[src/rtl/hsync_pkg.sv]
package hsync_pkg;
    typedef enum logic [1:0] {
        ST_IDLE,
        ST_PULSE,
        ST_BACK,
        ST_ACTIVE
    } hs_state_t;

    localparam int BACK_PIX = 120;
endpackage

[src/rtl/hsync_cfg.sv]
module hsync_cfg #(
    parameter int CNT_W     = 10,
    parameter int DEF_PULSE = 64,
    parameter int DEF_ACT   = 656
) (
    input  logic             clk,
    input  logic             rst,
    input  logic             en,
    input  logic             cfg_wr,
    input  logic             cfg_sel,
    input  logic [CNT_W-1:0] cfg_data,
    output logic [CNT_W-1:0] pulse_len,
    output logic [CNT_W-1:0] act_len
);
    logic accept;
    assign accept = cfg_wr && !en && (cfg_data != '0);

    always_ff @(posedge clk) begin
        if (rst) begin
            pulse_len <= CNT_W'(DEF_PULSE);
            act_len   <= CNT_W'(DEF_ACT);
        end else if (accept) begin
            if (cfg_sel) act_len <= cfg_data;
            else         pulse_len <= cfg_data;
        end
    end


    cfg_lock_chk: assert property (@(posedge clk) disable iff (rst)
        (en && cfg_wr) |=> ($stable(pulse_len) && $stable(act_len)));


    cfg_nonzero_chk: assert property (@(posedge clk) disable iff (rst)
        (pulse_len != '0) && (act_len != '0));
endmodule

[src/rtl/hsync_pixdiv.sv]
module hsync_pixdiv #(
    parameter int DIV = 4
) (
    input  logic clk,
    input  logic rst,
    input  logic run,
    output logic tick
);
    localparam int PH_W = (DIV > 1) ? $clog2(DIV) : 1;

    logic [PH_W-1:0] ph_q;

    always_ff @(posedge clk) begin
        if (rst || !run)                 ph_q <= '0;
        else if (ph_q == PH_W'(DIV - 1)) ph_q <= '0;
        else                             ph_q <= ph_q + 1'b1;
    end

    assign tick = run && (ph_q == PH_W'(DIV - 1));


    tick_gap_chk: assert property (@(posedge clk) disable iff (rst)
        tick |=> !tick);
endmodule

[src/rtl/hsync_fsm.sv]
module hsync_fsm
    import hsync_pkg::*;
#(
    parameter int CNT_W = 10
) (
    input  logic             clk,
    input  logic             rst,
    input  logic             en,
    input  logic             tick,
    input  logic [CNT_W-1:0] pulse_len,
    input  logic [CNT_W-1:0] act_len,
    output logic             run,
    output logic             hs_n,
    output logic             line_stb,
    output logic             vis_stb
);
    hs_state_t       state_q;
    logic [CNT_W-1:0] pc_q;
    logic [CNT_W-1:0] seg_len;
    logic             seg_end;

    always_comb begin
        unique case (state_q)
            ST_PULSE:  seg_len = pulse_len;
            ST_BACK:   seg_len = CNT_W'(BACK_PIX);
            ST_ACTIVE: seg_len = act_len;
            default:   seg_len = CNT_W'(1);
        endcase
    end

    assign seg_end = tick && (pc_q == seg_len - 1'b1);
    assign run     = en && (state_q != ST_IDLE);

    // state register and pixel counter
    always_ff @(posedge clk) begin
        if (rst || !en) begin
            state_q <= ST_IDLE;
            pc_q    <= '0;
        end else begin
            unique case (state_q)
                ST_IDLE: begin
                    state_q <= ST_PULSE;
                    pc_q    <= '0;
                end
                ST_PULSE, ST_BACK, ST_ACTIVE: begin
                    if (seg_end) begin
                        pc_q <= '0;
                        unique case (state_q)
                            ST_PULSE: state_q <= ST_BACK;
                            ST_BACK:  state_q <= ST_ACTIVE;
                            default:  state_q <= ST_PULSE;
                        endcase
                    end else if (tick) begin
                        pc_q <= pc_q + 1'b1;
                    end
                end
            endcase
        end
    end

    // registered outputs
    always_ff @(posedge clk) begin
        if (rst) begin
            hs_n     <= 1'b1;
            line_stb <= 1'b0;
            vis_stb  <= 1'b0;
        end else begin
            line_stb <= 1'b0;
            vis_stb  <= 1'b0;
            if (!en) begin
                hs_n <= 1'b1;
            end else begin
                unique case (state_q)
                    ST_IDLE: begin
                        hs_n     <= 1'b0;
                        line_stb <= 1'b1;
                    end
                    ST_PULSE: if (seg_end) hs_n <= 1'b1;
                    ST_BACK:  if (seg_end) vis_stb <= 1'b1;
                    ST_ACTIVE: if (seg_end) begin
                        hs_n     <= 1'b0;
                        line_stb <= 1'b1;
                    end
                endcase
            end
        end
    end


    line_single_chk: assert property (@(posedge clk) disable iff (rst)
        line_stb |=> !line_stb);


    line_low_chk: assert property (@(posedge clk) disable iff (rst)
        line_stb |-> !hs_n);


    strobe_excl_chk: assert property (@(posedge clk) disable iff (rst)
        !(line_stb && vis_stb));


    idle_out_chk: assert property (@(posedge clk) disable iff (rst)
        !en |=> (hs_n && !line_stb && !vis_stb));
endmodule

[src/rtl/hsync_gen.sv]
module hsync_gen #(
    parameter int CNT_W     = 10,
    parameter int PIX_DIV   = 4,
    parameter int DEF_PULSE = 64,
    parameter int DEF_ACT   = 656
) (
    input  logic             clk,
    input  logic             rst,
    input  logic             en,
    input  logic             cfg_wr,
    input  logic             cfg_sel,
    input  logic [CNT_W-1:0] cfg_data,
    output logic             hs_n,
    output logic             line_stb,
    output logic             vis_stb
);
    logic [CNT_W-1:0] pulse_len;
    logic [CNT_W-1:0] act_len;
    logic             run;
    logic             tick;

    hsync_cfg #(
        .CNT_W(CNT_W), .DEF_PULSE(DEF_PULSE), .DEF_ACT(DEF_ACT)
    ) u_cfg (
        .clk(clk), .rst(rst), .en(en),
        .cfg_wr(cfg_wr), .cfg_sel(cfg_sel), .cfg_data(cfg_data),
        .pulse_len(pulse_len), .act_len(act_len)
    );

    hsync_pixdiv #(.DIV(PIX_DIV)) u_div (
        .clk(clk), .rst(rst), .run(run), .tick(tick)
    );

    hsync_fsm #(.CNT_W(CNT_W)) u_fsm (
        .clk(clk), .rst(rst), .en(en), .tick(tick),
        .pulse_len(pulse_len), .act_len(act_len),
        .run(run), .hs_n(hs_n), .line_stb(line_stb), .vis_stb(vis_stb)
    );
endmodule

[config.mk]
export PLATFORM = sky130hd
export DESIGN_NAME = hsync_gen
export DESIGN_NICKNAME = d
export VERILOG_FILES = /design/src/rtl/hsync_pkg.sv /design/src/rtl/hsync_cfg.sv /design/src/rtl/hsync_pixdiv.sv /design/src/rtl/hsync_fsm.sv /design/src/rtl/hsync_gen.sv
export SDC_FILE = /design/constraint.sdc
export NUM_CORES = 1
export LEC_CHECK = 0
export CELL_PAD_IN_SITES_DETAIL_PLACEMENT = 1
export CELL_PAD_IN_SITES_GLOBAL_PLACEMENT = 2
export CORE_ASPECT_RATIO = 0.75
export CORE_UTILIZATION = 32
export DETAILED_ROUTE_END_ITERATION = 10
export PLACE_DENSITY_LB_ADDON = 0.1
export SYNTH_ARGS = -nofsm -noshare
export SYNTH_HDL_FRONTEND = slang
export SYNTH_SLANG_ARGS = --single-unit
[constraint.sdc]
create_clock -name clk -period 3 [get_ports clk]
set_input_delay 0.9 -clock clk [delete_from_list [all_inputs] [get_ports clk]]
set_output_delay 0.9 -clock clk [all_outputs]
set_load 0.1 [all_outputs]
==> impl_results.md, run 1 <==
* Status: complete, no violations
* Synth Warn # at 0
* Fmax at 350 MHz
* Die area at 6840 µm²
* VDD IR max at 0.183 mV
* Cell taking the most area after synthesis: dfxtp_1
* Worst slew pin tran at 0.422 ns
* Top cells by area, synth: dfxtp_1, mux2i_1, nor2_1, ha_1, xor2_1
* Data arrival time of the worst path at 3.07 ns
* Worst skew pair latency at 0.28 ns
* #FFs+latches synth at 37
* Avg Cell Area, Syn at 9.34 µm²
* Nets@finish at 289
* Post-Route Setup TNS at 0 ns
* Worst-path clk slew at 0.07 ns
* CTS sink cnt at 37
* # port buffers at 17
* Most frequent cells in the layout: dfxtp_1, buf_4, nor2_1
* Share of the synthesized area in the top cell type at 35.6%
* Mapped Area at 2080 µm²
* Area growth, synth to finish at 32.3%
* Final hold violations at 0
* Final wirelength at 5670 µm
* Max Root-Sink Buffers at 2
* Hold depth at 1
* Top_reg_cell synth: dfxtp_1
* Synthesized Nets at 246
* Die Width at 95.1 µm
* Reg2Reg Setup Slack at 0.14 ns
* Crit path launch: u_fsm.state_q[1]
* CTS root buffer: clkbuf_8
* Post-synthesis sequential area ratio at 35.6%
* Via count at 1,778
* Placed Instances at 333
* Max Cap Viol at 0
* Rows at 25
* Cell count after synthesis at 223
* Initial DRC Count at 58
* Final ANT Viol Nets at 0
* Drt pass-1 iters at 4
* Share of cells above drive strength 1 at 27.7%
* Routed len/inst at 16.3 µm
* Distinct cells, synth at 49
* Antenna violations before repair at 0
* Ports at 18
* Filler-free cell count of the finished design at 348
* Hold wc startpoint: u_div.ph_q[0]
* Sequential Area at 748 µm²
* Pleak at 0.00102 µW
* Power Dens Cells at 401 nW/µm²
* Pre-CTS WS at -0.100 ns
* H-tree depth at 2
* CTS Buf Count at 5
* HP Class: reg -> reg
* Total GRT Usage at 17.7%
* Final Cycle Share at 95.2%
* Fin. max-slew vios at 0
* Remaining global-route overflow at 0
* Maximum fanout along the worst path at 16
* Setup CP Type: reg -> reg
* Async set-or-reset flop fraction in the synthesized netlist at 0%
* Layout Skew at 0.00485 ns
* TritonCTS clock tree: built
* Fillcell total at 723
* Hold endpoint: u_div.ph_q[0]
* Tmin final at 2.86 ns
* Global-route wire length before repair at 9300 µm
* Crit. End Element: register
* Starting density of the core at 33.1%
* Number of global-route vias before repair at 1,887
* Multi-input combinational cell area at 1410 µm²
* Antenna cell count at 0
* Hpwl dp at 4400 µm
* RePlAce Congestion at 0.845
* Core area at 6290 µm²
* Number of synthesized flops with an enable pin at 0
* Crit path required time at 3.21 ns
* Most common cell after layout, fill and taps aside: dfxtp_1
* DRC at 0
* Die Y at 71.9 µm
* Worst Slack Setup Final at 0.145 ns
* Worst R2R End: u_fsm.pc_q[1]
* CP startpoint kind: register
* Largest net degree at the start of global routing at 22
* Vias per cell at 5.11
* Slew HR at 71.6%
* Setup Viol. Count Final at 0
* Reg2reg start: u_fsm.state_q[1]
* Reg2Reg Depth at 12
==> timing repair <==
action,CTS,global route
endpoints found under the hold margin,0,0
resized for setup,3,24
hold buffers,0,0
pin swaps,0,12
gates cloned,0,0
buffers inserted,0,7
endpoints found under the setup margin,8,15
==> power breakdown <==
part	total, µW	switching, µW	internal [µW]
Combinational	248	130	119
Clock	336	175	161
Sequential	519	13.6	505
==> cells by family after synthesis <==
| kind of cell | share of synthesized area [%] |
|---|---|
| DFF | 35.6 |
| and+or+nand+nor | 21.8 |
| adders and majority gates | 4.81 |
| AOI/OAI and AO/OA | 17.6 |
| muxes | 8.17 |
| xor gates and xnor gates | 8.41 |
| buffers and inverters | 3.67 |
==> Yosys cell counts (5+ instances only) <==
library cell	n
dfxtp_1	37
nor3_1	12
inv_1	5
mux2i_1	17
nor2_1	27
nand3_1	5
ha_1	8
xor2_1	11
nand2_1	11
xnor2_1	9
==> sequential cells by signal, summed over array words and instances, names as in the netlist <==
signal and cells:
u_fsm.pc_q 10, u_fsm.line_stb 1, u_fsm.vis_stb 1, u_fsm.hs_n 1, u_div.ph_q 2, u_cfg.pulse_len 10
u_cfg.act_len 10, u_fsm.state_q 2
==> how the worst max path moves through the flow <==
stage / slack (ns) / end / cells after the start
detailed placement: -0.10 / u_fsm.pc_q[4] / 11
global placement: 0.008 / u_fsm.pc_q[4] / 10
finish: 0.14 / u_fsm.pc_q[1] / 12
floorplan: 0.009 / u_fsm.pc_q[4] / 13
CTS: 0.01 / u_fsm.pc_q[4] / 12
global route: -0.03 / u_fsm.pc_q[4] / 12
==> critical path: stages, from the launching register on <==
cell and delay (ns):
dfxtp_4 0.36, buf_4 0.14, ha_2 0.19, buf_4 0.17, a221oi_4 0.25, nor2_2 0.08, o41ai_2 0.37, xnor2_1 0.17
o211a_1 0.22, nor4_4 0.06, buf_12 0.16, or3b_2 0.47, a21oi_2 0.14
==> layer usage <==
layer,GRT usage [%],vias up,share of wire (%)
li1,-,900,-
met1,23.8,858,48
met2,29.6,15,49
met3,3.50,5,2.1
met4,3.54,0,0.69
met5,0,-,0
==> per-stage QoR <==
stage               area (µm²)  hold WS (ns)  util, %  power, µW
detailed placement        2480         0.437     39.4        739
global route              2750         0.465     43.8       1160
CTS                       2570         0.448     40.9       1080
finish                    2750         0.439     43.8       1100
global placement          2480         0.416     39.4        733
floorplan                 2110         0.407        -        664
==> final cells by class <==
cell class,count,share of cell area [%]
flip-flops and latches,37,27.2
clock buffers,6,2.64
multi-input cells,172,51.2
inverters,5,0.682
clock inverters,2,0.363
repair buffers,45,14.3
well taps,81,3.68
Note: power is estimated with default switching activity, not from simulation.
==> run 2, diff against run 1 <==
CAP_MARGIN = 20   (was not set)
RECOVER_POWER = 25   (was not set)
SETUP_SLACK_MARGIN = 0.02   (was not set)
==> impl_results.md, run 2 (same netlist as run 1, synthesis figures left out) <==
* Status: complete, no violations
* DRC at 0 (unchanged)
* Share of cells above drive strength 1 at 26.6% (-1.1 points)
* Worst Slack Setup Final at 0.0866 ns (-0.0582 ns)
* Crit. End Element: register
* Global-route wire length before repair at 9610 µm (+3.3%)
* Pre-CTS WS at -0.0187 ns (+0.0815 ns)
* P_sw at 332 µW (+4.3%)
* Nets@finish at 293 (+1.4%)
* Reg2reg start: u_fsm.state_q[1]
* Routed len/inst at 16.7 µm (+2.6%)
* Fmax at 343 MHz (-2.0%)
* Hpwl dp at 4480 µm (+1.8%)
* Fin. max-slew vios at 0 (unchanged)
* CTS sink cnt at 37 (unchanged)
* Comb pwr share at 22.3% (-0.2 points)
* HP Class: reg -> reg
* Final ANT Viol Nets at 0 (unchanged)
* Worst-path clk slew at 0.07 ns (about the same)
* Crit path required time at 3.16 ns (-0.05 ns)
* Slew HR at 23.1% (-49 points)
* Ports at 18 (unchanged)
* Drt pass-1 iters at 4 (unchanged)
* Final Cycle Share at 97.1% (+1.9 points)
* Total GRT Usage at 18.4% (+0.62 points)
* Area growth, synth to finish at 33.4%
* Max Root-Sink Buffers at 2 (unchanged)
* Vias per cell at 5.20 (+1.9%)
* Initial DRC Count at 22 (-62%)
* Fillcell total at 723 (unchanged)
* Antenna violations before repair at 0 (unchanged)
* Int Power at 782 µW (-0.40%)
* Most common cell after layout, fill and taps aside: dfxtp_1
* VDD IR max at 0.214 mV (+17%)
* Power Dens Cells at 401 nW/µm² (+0.13%)
* Starting density of the core at 33.1% (unchanged)
* Min Hold Slack at 0.431 ns (-0.00817 ns)
* Clock Power Share at 31.1% (+0.6 points)
* Hold wc startpoint: u_div.ph_q[0]
* Remaining global-route overflow at 0 (unchanged)
* Pleak at 0.00102 µW (+0.13%)
* CTS Buf Count at 5 (unchanged)
* CP startpoint kind: register
* Die area at 6840 µm² (unchanged)
* Final wirelength at 5880 µm (+3.8%)
* Maximum fanout along the worst path at 7 (-9)
* Worst skew pair latency at 0.29 ns (about the same)
* TritonCTS clock tree: built
* Crit path launch: u_fsm.state_q[1]
* Data arrival time of the worst path at 3.07 ns (about the same)
* Flop pwr share at 46.6% (-0.4 points)
* Most frequent cells in the layout: dfxtp_1, nor2_1, buf_4
* Die Y at 71.9 µm (unchanged)
* Die Width at 95.1 µm (unchanged)
* Number of global-route vias before repair at 1,961 (+3.9%)
* Worst slew pin tran at 1.16 ns (+0.736 ns)
* Final hold violations at 0 (unchanged)
* Tmin final at 2.91 ns (+0.0582 ns)
* Setup CP Type: reg -> reg
* Largest net degree at the start of global routing at 22 (unchanged)
* RePlAce Congestion at 0.811 (-4.0%)
* Rows at 25 (unchanged)
* Core area at 6290 µm² (unchanged)
* Reg2Reg Setup Slack at 0.09 ns (-0.06 ns)
* Via count at 1,832 (+3.0%)
* # port buffers at 17 (unchanged)
* Net Sw Frac at 29.8% (+0.95 points)
* H-tree depth at 2 (unchanged)
* Max Cap Viol at 0 (unchanged)
* Largest regs: u_cfg.act_len x10, u_cfg.pulse_len x10, u_fsm.pc_q x10
* Antenna cell count at 0 (unchanged)
* CTS root buffer: clkbuf_8
* Layout Skew at 0.00642 ns (+0.00157 ns)
* Setup Viol. Count Final at 0 (unchanged)
[run 2: power by group through the flow]
stage,Combinational (µW),Clock [µW],Sequential [µW]
finish,248,347,519
global route,267,387,521
CTS,220,359,518
detailed placement,217,0,529
global placement,209,0,529
floorplan,121,0,542
[run 2: repair_timing]
item | 4_1_cts | 5_1_grt
gates resized for setup | 3 | 29
endpoints found under the hold margin | 0 | 0
endpoints found under the setup margin | 6 | 15
hold buffers | 0 | 0
pin swaps | 1 | 12
setup buffers | 0 | 5
[run 2: path summary, 6_finish.rpt]
check                       end  cells past startpoint
setup / recovery  u_fsm.pc_q[0]                     12
setup reg to reg  u_fsm.pc_q[0]                     12
hold reg to reg   u_div.ph_q[0]                      1
hold / removal    u_div.ph_q[0]                      1
[run 2: worst max-delay path, stage by stage (launching register included)]
cell      delay, ns
dfxtp_4        0.38
inv_4          0.05
ha_4           0.18
buf_6          0.15
a221oi_4       0.35
nand2_2        0.10
o41ai_2        0.38
xnor2_1        0.13
o211a_1        0.26
nor4_4         0.39
buf_4          0.23
or3_4          0.13
a21oi_1        0.05
[run 2: area by class of cell]
cell class | instances | area [µm²] | share of cell area (%)
inverters | 5 | 21.3 | 0.766
clock buffers | 6 | 72.6 | 2.61
repair buffers | 49 | 395 | 14.2
multi-input cells | 172 | 1430 | 51.4
clock inverters | 2 | 10.0 | 0.361
flip-flops and latches | 37 | 748 | 26.9
well taps | 81 | 101 | 3.65
[run 2: stage by stage]
step                      std cells  total power [µW]  setup TNS [ns]  util [%]  instance area, µm²
after floorplan                 223               664               0         -                2110
after global placement          339               738               0      40.0                2510
after detailed placement        339               746         -0.0334      40.0                2510
after CTS                       347              1100               0      41.5                2610
after global routing            352              1170          -0.155      44.2                2780
final                           352              1110               0      44.2                2780
[run 2: per-layer routing]
| metal | wire [µm] | track usage [%] | vias up | share of wire [%] |
|---|---|---|---|---|
| met5 | 0 | 0 | - | 0 |
| met4 | 40 | 4.71 | 0 | 0.68 |
| met3 | 153 | 4.35 | 4 | 2.6 |
| met2 | 2780 | 29.6 | 18 | 47 |
| met1 | 2910 | 24.6 | 900 | 49 |
| li1 | - | - | 910 | - |
==> run 3, diff against run 2 <==
SKIP_LAST_GASP = 1   (was not set)
==> results of run 3 <==
Same layout as run 2: the final DEF is identical, and so are final timing and power.
